$ cat src/rtl/clkdiv_pkg.sv
package clkdiv_pkg;

    localparam int BYTE_W = 8;

    typedef struct packed {
        logic once;
        logic sync_en;
        logic master;
    } sync_ctrl_t;

    localparam int CTRL_BITS = $bits(sync_ctrl_t);

    function automatic logic [BYTE_W-1:0] ctrl_to_byte(sync_ctrl_t c);
        return {{(BYTE_W-CTRL_BITS){1'b0}}, c};
    endfunction

    function automatic sync_ctrl_t bits_to_ctrl(logic [CTRL_BITS-1:0] b);
        return sync_ctrl_t'(b);
    endfunction

    function automatic logic sync_gate(sync_ctrl_t c, logic edge_seen);
        return edge_seen & c.master & c.sync_en;
    endfunction

endpackage

$ cat src/rtl/sync_edge_det.sv
module sync_edge_det #(
    parameter int STAGES = 2
) (
    input  logic clk,
    input  logic rst,
    input  logic async_in,
    output logic rise
);
    localparam int LAST = STAGES - 1;

    logic [STAGES:0] chain;

    for (genvar i = 0; i <= STAGES; i++) begin : g_stage
        if (i == 0) begin : g_first
            always_ff @(posedge clk) begin
                if (rst) chain[i] <= 1'b0;
                else     chain[i] <= async_in;
            end
        end else begin : g_next
            always_ff @(posedge clk) begin
                if (rst) chain[i] <= 1'b0;
                else     chain[i] <= chain[i-1];
            end
        end
    end

    assign rise = chain[LAST] & ~chain[STAGES];
endmodule

$ cat src/rtl/sync_ctrl_reg.sv
module sync_ctrl_reg
    import clkdiv_pkg::*;
#(
    parameter int          ADDR_W    = 4,
    parameter int unsigned CTRL_ADDR = 5
) (
    input  logic                 clk,
    input  logic                 rst,
    input  logic                 wr_en,
    input  logic [ADDR_W-1:0]    addr,
    input  logic [CTRL_BITS-1:0] wr_bits,
    input  logic                 accepted,
    output sync_ctrl_t           ctrl_q
);
    logic hit;
    assign hit = wr_en && (addr == ADDR_W'(CTRL_ADDR));

    always_ff @(posedge clk) begin
        if (rst) begin
            ctrl_q <= '0;
        end else if (hit) begin
            ctrl_q <= bits_to_ctrl(wr_bits);
        end else if (accepted && ctrl_q.once) begin
            ctrl_q.sync_en <= 1'b0;
        end
    end
endmodule

$ cat src/rtl/div_counter.sv
module div_counter #(
    parameter int RATIO_W = 4
) (
    input  logic               clk,
    input  logic               rst,
    input  logic [RATIO_W-1:0] ratio,
    input  logic               realign,
    output logic [RATIO_W-1:0] cnt_q,
    output logic               div_q
);
    logic [RATIO_W-1:0] last_val;
    logic [RATIO_W-1:0] half;
    logic [RATIO_W-1:0] cnt_d;

    assign last_val = ratio - 1'b1;
    assign half     = ratio >> 1;

    always_comb begin
        if (realign || cnt_q >= last_val) cnt_d = '0;
        else                              cnt_d = cnt_q + 1'b1;
    end

    always_ff @(posedge clk) begin
        if (rst) begin
            cnt_q <= '0;
            div_q <= 1'b0;
        end else begin
            cnt_q <= cnt_d;
            div_q <= (cnt_d < half);
        end
    end
endmodule

$ cat src/rtl/clkdiv_sync_ctrl.sv
module clkdiv_sync_ctrl
    import clkdiv_pkg::*;
#(
    parameter int          ADDR_W      = 4,
    parameter int unsigned CTRL_ADDR   = 5,
    parameter int          RATIO_W     = 4,
    parameter int          SYNC_STAGES = 2
) (
    input  logic               clk,
    input  logic               rst,
    input  logic               ctrl_wr_en,
    input  logic [ADDR_W-1:0]  ctrl_addr,
    input  logic [7:0]         ctrl_wr_data,
    output logic [7:0]         ctrl_rd_data,
    input  logic [RATIO_W-1:0] div_ratio,
    input  logic               sync_in,
    output logic               div_clk_out
);
    sync_ctrl_t         ctrl_q;
    logic               sync_rise;
    logic               sync_accept;
    logic [RATIO_W-1:0] cnt_q;
    logic               div_q;
    logic               bypass;
    logic               unused_hi;

    assign unused_hi = ^ctrl_wr_data[7:CTRL_BITS];

    sync_edge_det #(.STAGES(SYNC_STAGES)) u_edge (
        .clk      (clk),
        .rst      (rst),
        .async_in (sync_in),
        .rise     (sync_rise)
    );

    assign sync_accept = sync_gate(ctrl_q, sync_rise);

    sync_ctrl_reg #(.ADDR_W(ADDR_W), .CTRL_ADDR(CTRL_ADDR)) u_ctrl (
        .clk      (clk),
        .rst      (rst),
        .wr_en    (ctrl_wr_en),
        .addr     (ctrl_addr),
        .wr_bits  (ctrl_wr_data[CTRL_BITS-1:0]),
        .accepted (sync_accept),
        .ctrl_q   (ctrl_q)
    );

    div_counter #(.RATIO_W(RATIO_W)) u_div (
        .clk     (clk),
        .rst     (rst),
        .ratio   (div_ratio),
        .realign (sync_accept),
        .cnt_q   (cnt_q),
        .div_q   (div_q)
    );

    assign ctrl_rd_data = ctrl_to_byte(ctrl_q);
    assign bypass       = (div_ratio < RATIO_W'(2));
    assign div_clk_out  = bypass ? clk : div_q;
endmodule

$ cat config.mk
export PLATFORM = sky130hd
export DESIGN_NAME = clkdiv_sync_ctrl
export DESIGN_NICKNAME = d
export VERILOG_FILES = /design/src/rtl/clkdiv_pkg.sv /design/src/rtl/sync_edge_det.sv /design/src/rtl/sync_ctrl_reg.sv /design/src/rtl/div_counter.sv /design/src/rtl/clkdiv_sync_ctrl.sv
export SDC_FILE = /design/constraint.sdc
export NUM_CORES = 1
export LEC_CHECK = 0
export BUFFER_PORTS_ARGS = -buffer_cell sky130_fd_sc_hd__buf_2
export CAP_MARGIN = 5
export CORE_AREA = 2 2 46 69
export CTS_CLUSTER_DIAMETER = 150
export DETAILED_ROUTE_END_ITERATION = 10
export DIE_AREA = 0 0 48 71
export HOLD_SLACK_MARGIN = 0.06
export MAX_ROUTING_LAYER = met4
export PLACE_DENSITY_LB_ADDON = 0.05
export REMOVE_ABC_BUFFERS = 1
export SLEW_MARGIN = 20
export SYNTH_ARGS = -nofsm -noshare
export SYNTH_HDL_FRONTEND = slang
export SYNTH_HIERARCHICAL = 1
export SYNTH_SLANG_ARGS = --single-unit
$ cat constraint.sdc
create_clock -name clk -period 2.61 [get_ports clk]
set_clock_uncertainty 0.05 [all_clocks]
set_input_delay 0.522 -clock clk [delete_from_list [all_inputs] [get_ports clk]]
set_output_delay 0.522 -clock clk [all_outputs]
set_load 0.05 [all_outputs]
==> out/metrics.cfg <==
[sta]
tns_ns=0
drv_slew=0
fin_crit_ns=2.600
max_freq_mhz=384.6
fin_ws_ns=0.009871
rsz0062_at_grt=true
finalCritPeriodShare=0.9962
setup_viol=0
holdWs_ns=0.3422
finalHoldViolations=0

[floorplan]
num_io_pins=29
die-height_um=71
die_w_um=48
die-area_mm2=0.003408
initial_utilization=0.2557
rows=24
core_mm2=0.002853

[yosys]
seq_area_frac_synth=0.3019
synth.largest_area_cell=dfxtp_1
synth_cell_types=32
postSynthAreaPerCell_um2=10.13
netlist_area_um2=729.5
yosys_warnings=6
synth.area.top_cells=dfxtp_1 (30%), ha_1 (14%), buf_4 (5.1%)
syn_inst=72
synth_top_cell_area_share=0.3019
synth.ff_latch_count=11

[placed_design]
post-place-ws_ns=-0.4454
hpwl_um=1360
gp_congestion=0.7670
portBuffers=18

[worst_setup_path]
start_kind=input port
critical_path_class=in -> reg
crit_required_ns=2.79
worst_setup_path_end_kind=flip-flop
critPathMaxFanout=3
worstPathArrival_ns=2.78

[power_and_ir_drop]
finalPower_w=0.0006990
netSwitchingFraction=0.2942
internal_power_w=0.0004933
p_per_area_mw_per_mm2=634.1
pwr-share-clk=0.456
power_switching_w=0.0002056
power_frac_seq=0.273
irDropWorstVdd_v=0.0003302
combPwrFrac=0.271
leakagePower_nw=0.5319

[clocking]
clkLatencyLatePin_ns=0.34
cts_tree=yes
clk_pin_slew_ns=0.05
ctsHoldBuffers=0

[grt]
grt_pass1_wl_um=2822
grt_use_total=0.1263
grt_overflow_total=0
grt_max_degree=15
antenna_found_initial=0
grt_pass1_vias=675

[routing]
drc=0
ant_nets=0
vias=646
wire_per_inst_um=11.22
drt_iter0_markers=13
wl_um=1705
firstDrtPassIters=4
post_drt_via_cell_ratio=4.250

[cells_and_area]
drive_gt1_frac=0.4956
insertedDiodeCount=0
layout.nets=142
fillers=304
synthToLayoutAreaGrowth_pct=51.12

[hold_path]
worstHoldPathType=in -> reg

[outcome]
status=complete, no violations

[run]
maxCapViolCount=0

==> repair_timing <==
item	in CTS	in global routing
endpoints found under the setup margin	1	1
resized for setup	4	6
buffers inserted	1	1
pin swaps	3	7
==> final timing paths <==
path / depth (start not counted) / end / slack, ns / from
worst min register to register: 1 / u_edge/chain[1]$_SDFF_PP0_ / 0.40 / u_edge/chain[0]$_SDFF_PP0_
worst max register to register: 9 / u_div/div_q$_SDFF_PP0_ / 0.13 / u_div/cnt_q[0]$_SDFF_PP0_
worst min-delay path: 2 / u_edge/chain[0]$_SDFF_PP0_ / 0.34 / sync_in
worst max-delay path: 11 / u_div/div_q$_SDFF_PP0_ / 0.01 / div_ratio[0]
==> worst max-delay path, stage by stage <==
cell,delay [ns]
buf_2,0.10
buf_4,0.13
nor3_4,0.14
xnor2_2,0.10
ha_1,0.31
a211o_1,0.32
nor3_2,0.20
ha_1,0.27
a211oi_2,0.23
a311oi_1,0.07
a2111oi_1,0.38
==> final cells by class <==
cell class	instances	area (µm²)	share of cell area
sequential	11	220.2	0.1998
clock buffer	8	91.34	0.08286
multi-input combinational	55	508.0	0.4608
tap	39	48.80	0.04427
inverter	5	18.77	0.01703
timing repair buffer	34	215.2	0.1952
==> cells by family (layout without fill, tap and decap cells) <==
logic type               count (synthesis)  after routing  share of synthesized area
multiplexers                             4              4                    0.05660
buffers and inverters                   10             47                    0.07720
other                                    1              5                   0.005141
flip-flops                              11             11                     0.3019
AND/OR/NAND/NOR                         26             26                     0.2744
AO/OA/AOI/OAI                            8              8                    0.09950
adder cells (fa/ha/maj)                  8              8                     0.1372
XOR/XNOR                                 4              4                    0.04804
==> placed cells by master (no fill, tap or decap), types with 4 or more instances in the layout <==
cell type	count
buf_4	18
buf_2	17
dfxtp_1	11
ha_1	7
clkbuf_8	6
conb_1	5
nand2b_1	5
inv_1	5
nor2b_1	4
==> through the flow <==
stage	util	instances	instance area (µm²)
after floorplan	-	71	706.9
after global placement	0.3360	143	958.4
after detailed placement	0.3360	143	958.4
after CTS	0.3759	151	1072
after global routing	0.3864	152	1102
final	0.3864	152	1102
==> Yosys cell counts <==
master,n
mux2_2,1
buf_4,5
o21a_1,1
dfxtp_1,11
a211oi_1,1
mux2i_1,3
or3b_1,1
nand2b_1,5
nor2b_1,4
o2111ai_1,1
nor4b_2,1
nor3_2,1
inv_1,5
nand2_1,1
a211o_1,1
conb_1,1
and3_1,1
nor2b_2,1
nor3_1,2
nand4b_4,1
a21bo_2,1
a2111oi_0,1
nand3b_1,2
a311oi_1,1
nor4_1,3
nand3_1,1
ha_1,8
xnor2_1,3
nor3b_1,1
nor2_4,1
o2111a_2,1
xor2_1,1
==> registers in the layout, indices dropped and copies added, names as in the netlist <==
register,count
u_ctrl/ctrl_q,3
u_div/div_q,1
u_edge/chain,3
u_div/cnt_q,4
==> power groups by stage <==
stage	combinational, W	sequential [W]	clock, W
2_1_floorplan	0.0000955	0.000198	0.0000291
6_report	0.000189	0.000191	0.000319
3_5_place_dp	0.000170	0.000195	0.0000335
4_1_cts	0.000182	0.000191	0.000332
5_1_grt	0.000212	0.000192	0.000344
3_3_place_gp	0.000169	0.000195	0.0000335
==> routing by layer <==
metal / GRT usage / vias to the layer above / wire (µm)
li1: - / 331 / -
met4: 0.1051 / 0 / 57
met1: 0.1168 / 298 / 694
met3: 0.03571 / 5 / 39
met2: 0.1985 / 12 / 913
met5: - / - / 0
Power figures use the tool's default switching activity.
